[config.mk]
export PLATFORM = sky130hd
export DESIGN_NAME = phase_stepper
export DESIGN_NICKNAME = d
export VERILOG_FILES = /design/src/rtl/phase_stepper_pkg.sv /design/src/rtl/stepper_divider.sv /design/src/rtl/stepper_walker.sv /design/src/rtl/phase_stepper.sv
export SDC_FILE = /design/constraint.sdc
export NUM_CORES = 1
export LEC_CHECK = 0
export ABC_AREA = 0
export BUFFER_PORTS_ARGS = -buffer_cell sky130_fd_sc_hd__buf_4
export CAP_MARGIN = 30
export CELL_PAD_IN_SITES_DETAIL_PLACEMENT = 1
export CELL_PAD_IN_SITES_GLOBAL_PLACEMENT = 2
export CORE_MARGIN = 2
export CORE_UTILIZATION = 39
export DETAILED_ROUTE_END_ITERATION = 16
export GPL_TIMING_DRIVEN = 0
export HOLD_SLACK_MARGIN = 0.12
export PLACE_DENSITY = 0.86
export SETUP_SLACK_MARGIN = 0.5
export SLEW_MARGIN = 20
export SYNTH_ARGS = -nofsm -noshare
export SYNTH_HDL_FRONTEND = slang
export SYNTH_HIERARCHICAL = 1
export SYNTH_SLANG_ARGS = --single-unit
[constraint.sdc]
create_clock -name clk -period 3.9 [get_ports clk]
set_input_delay 0.78 -clock clk [delete_from_list [all_inputs] [get_ports clk]]
set_output_delay 0.78 -clock clk [all_outputs]
set_load 0.02 [all_outputs]
[src/rtl/phase_stepper_pkg.sv]
package phase_stepper_pkg;

  localparam int FRAC_W  = 13;
  localparam int PHASE_W = 4;
  localparam int START_W = 16;

  typedef enum logic [1:0] {
    SUB_444 = 2'd0,
    SUB_422 = 2'd1,
    SUB_420 = 2'd2
  } sub_mode_e;

  typedef enum logic [1:0] {
    ST_IDLE = 2'd0,
    ST_DIV  = 2'd1,
    ST_WALK = 2'd2,
    ST_FIN  = 2'd3
  } step_state_e;

  // source length is halved for subsampled chroma
  function automatic logic halve_src(logic chroma, logic vert, logic [1:0] sub);
    if (!chroma) return 1'b0;
    if (vert) return sub == SUB_420;
    return (sub == SUB_420) || (sub == SUB_422);
  endfunction

  // destination length is halved for horizontal chroma into 4:2:2
  function automatic logic halve_dst(logic chroma, logic vert, logic d422);
    return chroma && !vert && d422;
  endfunction

  // start offset from siting code
  function automatic logic signed [START_W-1:0] start_offset(
    logic chroma, logic vert, logic [1:0] sub, logic [2:0] site);
    logic signed [START_W-1:0] quarter, half;
    quarter = START_W'(-(1 << (FRAC_W - 2)));
    half    = START_W'(-(1 << (FRAC_W - 1)));
    if (!chroma || sub != SUB_420) return '0;
    if (vert) begin
      case (site)
        3'd0, 3'd1: return quarter;
        3'd4, 3'd5: return half;
        default:    return '0;
      endcase
    end
    case (site)
      3'd1, 3'd3, 3'd5: return quarter;
      default:          return '0;
    endcase
  endfunction

endpackage

[src/rtl/stepper_divider.sv]
module stepper_divider #(
  parameter int NUM_W = 25,
  parameter int DEN_W = 12
) (
  input  logic             clk,
  input  logic             rst_n,
  input  logic             go,
  input  logic [NUM_W-1:0] numer,
  input  logic [DEN_W-1:0] denom,
  output logic             busy,
  output logic             last,
  output logic [NUM_W-1:0] quotient
);
  localparam int CNT_W = $clog2(NUM_W + 1);
  localparam int PW    = NUM_W + DEN_W;

  logic [CNT_W-1:0] cnt_q;
  logic [NUM_W-1:0] num_sh_q, num_keep_q, quo_q;
  logic [DEN_W-1:0] den_q, rem_q;

  logic [DEN_W:0]   trial;
  logic             fits;
  logic [DEN_W-1:0] diff, rem_next;

  always_comb begin
    trial    = {rem_q, num_sh_q[NUM_W-1]};
    fits     = trial >= {1'b0, den_q};
    diff     = trial[DEN_W-1:0] - den_q;
    rem_next = fits ? diff : trial[DEN_W-1:0];
  end

  always_ff @(posedge clk) begin
    if (!rst_n) begin
      cnt_q      <= '0;
      num_sh_q   <= '0;
      num_keep_q <= '0;
      quo_q      <= '0;
      den_q      <= '0;
      rem_q      <= '0;
    end else if (go) begin
      cnt_q      <= CNT_W'(NUM_W);
      num_sh_q   <= numer;
      num_keep_q <= numer;
      quo_q      <= '0;
      den_q      <= denom;
      rem_q      <= '0;
    end else if (cnt_q != '0) begin
      cnt_q    <= cnt_q - 1'b1;
      num_sh_q <= num_sh_q << 1;
      rem_q    <= rem_next;
      quo_q    <= {quo_q[NUM_W-2:0], fits};
    end
  end

  assign busy     = cnt_q != '0;
  assign last     = cnt_q == CNT_W'(1);
  assign quotient = quo_q;

  // finished quotient and remainder reconstruct the numerator
  assert_quotient_exact_R1: assert property (@(posedge clk) disable iff (!rst_n)
    last |=> (PW'(quo_q) * PW'(den_q) + PW'(rem_q) == PW'(num_keep_q)) && (rem_q < den_q));

  // counter never exceeds one step per quotient bit
  assert_div_span_R6: assert property (@(posedge clk) disable iff (!rst_n)
    busy |=> (cnt_q == $past(cnt_q) - 1'b1) || $past(go));

endmodule

[src/rtl/stepper_walker.sv]
module stepper_walker #(
  parameter int LEN_W   = 12,
  parameter int FRAC_W  = 13,
  parameter int PHASE_W = 4,
  parameter int NUM_W   = LEN_W + FRAC_W,
  parameter int ACC_W   = NUM_W + 1
) (
  input  logic                    clk,
  input  logic                    rst_n,
  input  logic                    load,
  input  logic signed [ACC_W-1:0] start_pos,
  input  logic                    advance,
  input  logic [NUM_W-1:0]        step,
  output logic [LEN_W-1:0]        index,
  output logic [PHASE_W-1:0]      phase
);
  logic signed [ACC_W-1:0] acc_q;

  function automatic logic [LEN_W-1:0] pos_to_index(logic signed [ACC_W-1:0] p);
    if (p[ACC_W-1]) return '0;          // clamp left of the edge
    return p[ACC_W-2:FRAC_W];
  endfunction

  function automatic logic [PHASE_W-1:0] pos_to_phase(logic signed [ACC_W-1:0] p);
    return p[FRAC_W-1 -: PHASE_W];
  endfunction

  always_ff @(posedge clk) begin
    if (!rst_n)       acc_q <= '0;
    else if (load)    acc_q <= start_pos;
    else if (advance) acc_q <= acc_q + $signed({1'b0, step});
  end

  assign index = pos_to_index(acc_q);
  assign phase = pos_to_phase(acc_q);

  // source index never moves backwards during a walk
  assert_index_monotonic_R4: assert property (@(posedge clk) disable iff (!rst_n)
    (advance && !load) |=> index >= $past(index));

endmodule

[src/rtl/phase_stepper.sv]
module phase_stepper
  import phase_stepper_pkg::*;
#(
  parameter int LEN_W = 12
) (
  input  logic                      clk,
  input  logic                      rst_n,
  input  logic                      start,
  input  logic                      plane_chroma,
  input  logic                      axis_vert,
  input  logic [1:0]                src_sub,
  input  logic                      dst_422,
  input  logic [2:0]                siting,
  input  logic [LEN_W-1:0]          src_len,
  input  logic [LEN_W-1:0]          dst_len,
  input  logic                      out_ready,
  output logic                      busy,
  output logic [LEN_W+FRAC_W-1:0]   step,
  output logic                      out_valid,
  output logic [LEN_W-1:0]          out_index,
  output logic [PHASE_W-1:0]        out_phase,
  output logic                      out_last,
  output logic                      done
);
  localparam int NUM_W = LEN_W + FRAC_W;
  localparam int ACC_W = NUM_W + 1;

  step_state_e state_q;
  logic [LEN_W-1:0] dst_q, cnt_q;

  logic [LEN_W-1:0]        src_eff, dst_eff;
  logic [NUM_W-1:0]        numer;
  logic signed [ACC_W-1:0] start_acc;
  logic                    accept, go, div_busy, div_last, advance, final_sample;
  logic signed [START_W-1:0] offs;

  always_comb begin
    src_eff   = halve_src(plane_chroma, axis_vert, src_sub) ? (src_len >> 1) : src_len;
    dst_eff   = halve_dst(plane_chroma, axis_vert, dst_422) ? (dst_len >> 1) : dst_len;
    numer     = (NUM_W'(src_eff) << FRAC_W) + NUM_W'(dst_eff >> 1);
    offs      = start_offset(plane_chroma, axis_vert, src_sub, siting);
    start_acc = ACC_W'(offs);
  end

  assign accept       = start && (state_q == ST_IDLE);
  assign go           = accept && (dst_eff != '0);
  assign out_valid    = state_q == ST_WALK;
  assign advance      = out_valid && out_ready;
  assign final_sample = cnt_q == dst_q - LEN_W'(1);

  stepper_divider #(.NUM_W(NUM_W), .DEN_W(LEN_W)) u_div (
    .clk(clk), .rst_n(rst_n), .go(go), .numer(numer), .denom(dst_eff),
    .busy(div_busy), .last(div_last), .quotient(step)
  );

  stepper_walker #(.LEN_W(LEN_W), .FRAC_W(FRAC_W), .PHASE_W(PHASE_W),
                   .NUM_W(NUM_W), .ACC_W(ACC_W)) u_walk (
    .clk(clk), .rst_n(rst_n), .load(go), .start_pos(start_acc),
    .advance(advance), .step(step), .index(out_index), .phase(out_phase)
  );

  always_ff @(posedge clk) begin
    if (!rst_n) begin
      state_q <= ST_IDLE;
      dst_q   <= '0;
      cnt_q   <= '0;
    end else begin
      case (state_q)
        ST_IDLE: if (accept) begin
          dst_q   <= dst_eff;
          cnt_q   <= '0;
          state_q <= (dst_eff == '0) ? ST_FIN : ST_DIV;
        end
        ST_DIV:  if (div_last) state_q <= ST_WALK;
        ST_WALK: if (advance) begin
          if (final_sample) state_q <= ST_FIN;
          else              cnt_q   <= cnt_q + LEN_W'(1);
        end
        default: state_q <= ST_IDLE;
      endcase
    end
  end

  assign busy     = state_q == ST_DIV;
  assign out_last = out_valid && final_sample;
  assign done     = state_q == ST_FIN;

  // done is a single-cycle pulse
  assert_done_pulse_R7: assert property (@(posedge clk) disable iff (!rst_n)
    done |=> !done);

  // offered sample holds under backpressure
  assert_hold_stall_R8: assert property (@(posedge clk) disable iff (!rst_n)
    (out_valid && !out_ready) |=> out_valid && $stable(out_index) && $stable(out_phase));

  // a start during a walk does not relaunch the divider
  assert_start_ignored_R9: assert property (@(posedge clk) disable iff (!rst_n)
    (out_valid && start) |=> !busy && $stable(step));

  // zero destination length ends at once
  assert_zero_len_R10: assert property (@(posedge clk) disable iff (!rst_n)
    (accept && dst_eff == '0) |=> done && !div_busy);

  // the divider and the sample handshake never overlap
  assert_quiet_busy_R6: assert property (@(posedge clk) disable iff (!rst_n)
    div_busy |-> !out_valid);

endmodule

== Word level (Yosys, flattened, before mapping) ==
Index checks and enable logic that the tools add are counted.
Word-level totals
  register bits after elaboration: 131
  input port bits: 36
  logic and storage cells: 96
Cells by class
  add/subtract/negate cells: 6
  order comparisons: 1
  equal/unequal tests: 17
  multiplexer cells: 36
  bitwise operators: 1
  reductions and logical operators: 25
Operators with widths (number)
  two-way mux 12 bit: 8
  two-way mux 16 bit: 5
  two-way mux 26 bit: 2
  two-way mux 25 bit: 2
  case mux 16 bit (2 select lines): 1
  adder 26 bit: 1
  adder 25 x 11 -> 25 bit: 1
  case mux 12 bit (2 select lines): 1
  >= comparator 13 x 12 -> 1 bit: 1
  adder 12 x 1 -> 12 bit, second input constant: 1
  == test 12 bit: 1
  zero test 12 bit: 1
  nonzero test 12 bit: 1
  subtractor 12 x 1 -> 12 bit, second input constant: 1
  subtractor 12 bit: 1
  two-way mux 2 bit: 5
  two-way mux 5 bit: 2
  two-way mux 1 bit: 9
  AND reduction 4 bit: 2
  == test 2 bit, second input constant: 3
  == test 3 bit, second input constant: 2
  logical AND 1 bit: 6
  inequality test 2 x 1 -> 1 bit, second input constant: 3
  inequality test 2 bit, second input constant: 3
  other kinds (16): 23

== Longest topological paths before layout ==
  depth after elaboration: 8
  mapped depth: 10
  gate-level depth less buffers: 9

== Cells and area by module ==
Netlist, hierarchy kept.
By module, submodules not included
  stepper_divider: instances 1, cells each 473, area an instance 4012.6 µm², sequential area each 1581.5 µm²
  stepper_walker: instances 1, cells each 317, area an instance 2473.6 µm², sequential area each 520.5 µm²
  phase_stepper: instances 1, cells each 260, area an instance 2078.2 µm², sequential area each 520.5 µm²

== Least setup slack after synthesis ==
Ideal clock, no wire load.
  path type: reg2out
  start point: register dst_q[0]
  end point: output port out_last
  arrival: 2071 ps
  slack: 1049 ps
  cell stages (with the launch flop): 8
  cells stage by stage: dfxtp_1 -> inv_1 -> ha_1 -> xnor2_1 -> or4_4 -> nor4_4 -> nand4_1 -> nor2_1
Between the ends
  longest elaborated chain between the ends: 3
RTL lines
  start: declaration: RTL line phase_stepper.sv:29  | logic [LEN_W-1:0] dst_q, cnt_q;
  start signal: assignment: RTL line phase_stepper.sv:70  | dst_q <= dst_eff;
  subtractor 12 x 1 -> 12 bit: RTL line phase_stepper.sv:49  | assign final_sample = cnt_q == dst_q - LEN_W'(1);
  == test 12 bit: RTL line phase_stepper.sv:49
  logical AND 1 bit: RTL line phase_stepper.sv:85  | assign out_last = out_valid && final_sample;
  end: declaration: RTL line phase_stepper.sv:22  | output logic out_last,
Every way passes these cells.

== Worst setup path in the final report ==
Same ends and word-level chain as after synthesis.

==> flow_metrics.tcl <==
set metrics [dict create \
    synth.yosys.seq_area_share 0.306 \
    post_drt_via_cell_ratio 5.38 \
    finish.cell_count_without_fillers 1455 \
    setup_violations 0 \
    min_period_over_period 0.833 \
    min-delay-path-class "reg2reg" \
    dpl.hpwl_um 19400 \
    floorplan.die_area_um2 23200 \
    portBuffers 80 \
    tightestPinTransition_ps 726 \
    crit_path_end_kind "primary output" \
    clk_pwr_share 0.246 \
    routedWlPerCell_um 17.7 \
    post_route_cells_drive_above_1_share 0.167 \
    cts_htree_levels 4 \
    cts_max_path_buffers 2 \
    final_layout_worst_hold_slack_ps 472 \
    cp.buffers_inverters 2 \
    placed_cell_area_um2 9560 \
    synth_ff_type "dfxtp_1" \
    initial_antenna_violation_count 0 \
    syn-cell-area_um2 8560 \
    grtUsageTotal 0.227 \
    max-slew-margin-rel 0.516 \
    drv_cap 0 \
    part_of_the_power_in_combinational_logic 0.486 \
    power_per_cell_area_nw_per_um2 656 \
    drtIter0Drc 314 \
    gpl.final_weighted_congestion 0.865 \
    clock_tree_from_tritoncts "built" \
    power.internal_mw 3.80 \
    yosys_warning_count 6 \
    max_ir_drop_vdd_uv 310 \
    sinks_on_clock_net 131 \
    criticalPathCategory "reg2out" \
    data_arrival_time_at_the_worst_slack_endpoint_ps 2470 \
    drt-total-wl_um 25700 \
    layout.cell_area.non_filler_um2 10200 \
    cp.required_ps 3120 \
    power.share.sequential 0.268 \
    mostFrequentLayoutCell "dfxtp_1" \
    drt_drc_violations_left 0 \
    cp_top_family "simple AND/OR/NAND/NOR gates" \
    start_util 0.395 \
    power_dissipated_by_switching_net_loads_mw 2.88 \
    antennaDiodeCount 0 \
    switching_share 0.431 \
    global_route_wire_length_before_repair_um 42800 \
    numPlacedInstances 1422 \
    outcome "complete, no violations" \
    dieHeight_um 152 \
    syn-instance-count 1050 \
    achievable-frequency_mhz 308 \
    boundaryPins 81 \
    crit_path_max_fanout 5 \
    first_global_vias 8011 \
    drtPass1Iterations 4 \
    timing.critical_path.from_type "flop" \
    rows 54 \
    setup_total_negative_slack_ps 0 \
    post-place-ws_ps 514 \
    drtAntennaViolNets 0 \
    crit_top_cell "nor2_1" \
    ys_seq_elements 131 \
    worst_path_max_delay_cell "or4b_1" \
    nets 1246 \
    rsz0062_at_grt "true" \
    worst_clock_skew_on_the_final_layout_ps 12.1 \
    grt_remaining_overflow 0 \
    synthToLayoutAreaGrowth_pct 18.8 \
    r2r_slack_ps 830 \
    core_area_um2 21700 \
    fp.dieW_um 152 \
    report.final.hold_viol_count 0 \
    synth_cell_type_count 79 \
    worst_skew_pair.late_latency_ps 420 \
    cts_buffers 17 \
    synth-edff-count 0 \
    final_core_utilization 0.469 \
    async_flop_share 0 \
    final.setup.worst_slack_ps 651 \
    number_of_vias_in_the_routed_layout 7831 \
    power.static_leakage_nw 4.13 \
    filler_cell_count 2622 \
    timing.final.crit_period_ps 3250 \
    largest_stage_delay_on_the_critical_path_ps 490 \
    drv_slew 0 \
    layout_common_cells "dfxtp_1 (131), nand2_1 (129), a21oi_1 (88), buf_4 (86), mux2i_1 (62)" \
    largest_net_degree_at_the_start_of_global_routing 18 \
    cts.clk_slew.worst_paths_ps 60 \
    cts_root_buffer "clkbuf_16" \
    power.total_mw 6.67 \
    critical_path.cell_chain "inv_1, ha_2, or4b_1, nor2_1, mux2i_1, o21ai_2, nand4_1, nor2_1, buf_4" \
    synthesis.area_per_instance_um2 8.16 \
]
## cells in the mapped netlist, types with 6 or more instances
library cell / n / area (um2)
a21oi_2: 10 / 87.6
nor2b_1: 31 / 194
mux2i_1: 62 / 621
and3_1: 16 / 100
inv_1: 40 / 150
nor2_1: 56 / 210
a21oi_1: 88 / 440
xor2_1: 19 / 166
a21o_1: 13 / 97.6
dfxtp_1: 131 / 2620
nor3_1: 19 / 95.1
nor4_1: 6 / 37.5
o22ai_1: 11 / 68.8
ha_1: 46 / 576
mux2_2: 22 / 248
buf_2: 13 / 65.1
and2_1: 32 / 200
o21ai_0: 59 / 295
a211oi_1: 12 / 90.1
nand2b_1: 15 / 93.8
or4_1: 6 / 45.0
xnor2_1: 24 / 210
nand3_1: 21 / 105
nand2_1: 129 / 484
or3_1: 6 / 37.5
nand4_1: 13 / 81.3
o21a_1: 12 / 90.1
clkbuf_1: 36 / 135
## routing by layer
metal,GRT usage,vias to the layer above,wire length (um)
met5,0,-,0
met3,0.0341,17,702
met1,0.303,3778,12200
met2,0.389,93,12600
li1,-,3943,-
met4,0.0485,0,206
## registers in the layout (all words and copies together) (netlist names)
register	count
cnt_q	12
dst_q	12
state_q	2
u_div/cnt_q	5
u_div/den_q	12
u_div/num_sh_q	25
u_div/quotient	25
u_div/rem_q	12
u_walk/acc_q	26
## layout make-up
| class | instances | area (um2) | share of cell area |
|---|---|---|---|
| Clock inverter | 14 | 156 | 0.0154 |
| Timing Repair Buffer | 81 | 608 | 0.0598 |
| Buffer | 63 | 299 | 0.0294 |
| Tap cell | 280 | 350 | 0.0344 |
| Inverter | 40 | 150 | 0.0148 |
| Clock buffer | 18 | 439 | 0.0432 |
| Multi-Input combinational cell | 828 | 5550 | 0.545 |
| Sequential cell | 131 | 2620 | 0.258 |
## power by group through the flow
stage | Clock [mW] | Sequential (mW) | Combinational (mW)
after floorplan | 0 | 1.75 | 2.43
after global placement | 0 | 1.80 | 3.19
after detailed placement | 0 | 1.81 | 3.25
after CTS | 1.68 | 1.79 | 3.27
after global routing | 1.74 | 1.82 | 3.63
final | 1.64 | 1.79 | 3.25
## timing repair
item | CTS | global route
setup buffers | 1 | 0
endpoints found under the setup margin | 1 | 25
pin swaps | 1 | 0
resized for setup | 0 | 8
gates cloned | 0 | 0
hold buffers | 0 | 0
## tightest hold or removal path, delay by kind of cell (launching register included)
| kind | cells | cell delay, ps |
|---|---|---|
| compound gates | 1 | 50 |
| simple gates | 1 | 60 |
| flops | 1 | 320 |
## logic make-up (layout without fill, tap and decap cells)
group,after synthesis,in the layout,synth area share
other,1,13,0.000438
buffers and inverters,103,216,0.0520
XOR/XNOR,43,43,0.0440
multiplexers,84,84,0.101
adder cells (fa/ha/maj),48,48,0.0719
AO/OA/AOI/OAI,266,266,0.201
flip-flops,131,131,0.306
AND/OR/NAND/NOR,374,374,0.223
## path summary, 6_finish.rpt
check	cells after the start	end	start
setup / recovery	9	out_last	dst_q[0]
hold reg to reg	2	dst_q[11]	dst_q[11]
setup reg to reg	9	u_walk/acc_q[22]	state_q[0]
hold / removal	2	dst_q[11]	dst_q[11]
Power figures use the tool's default switching activity.
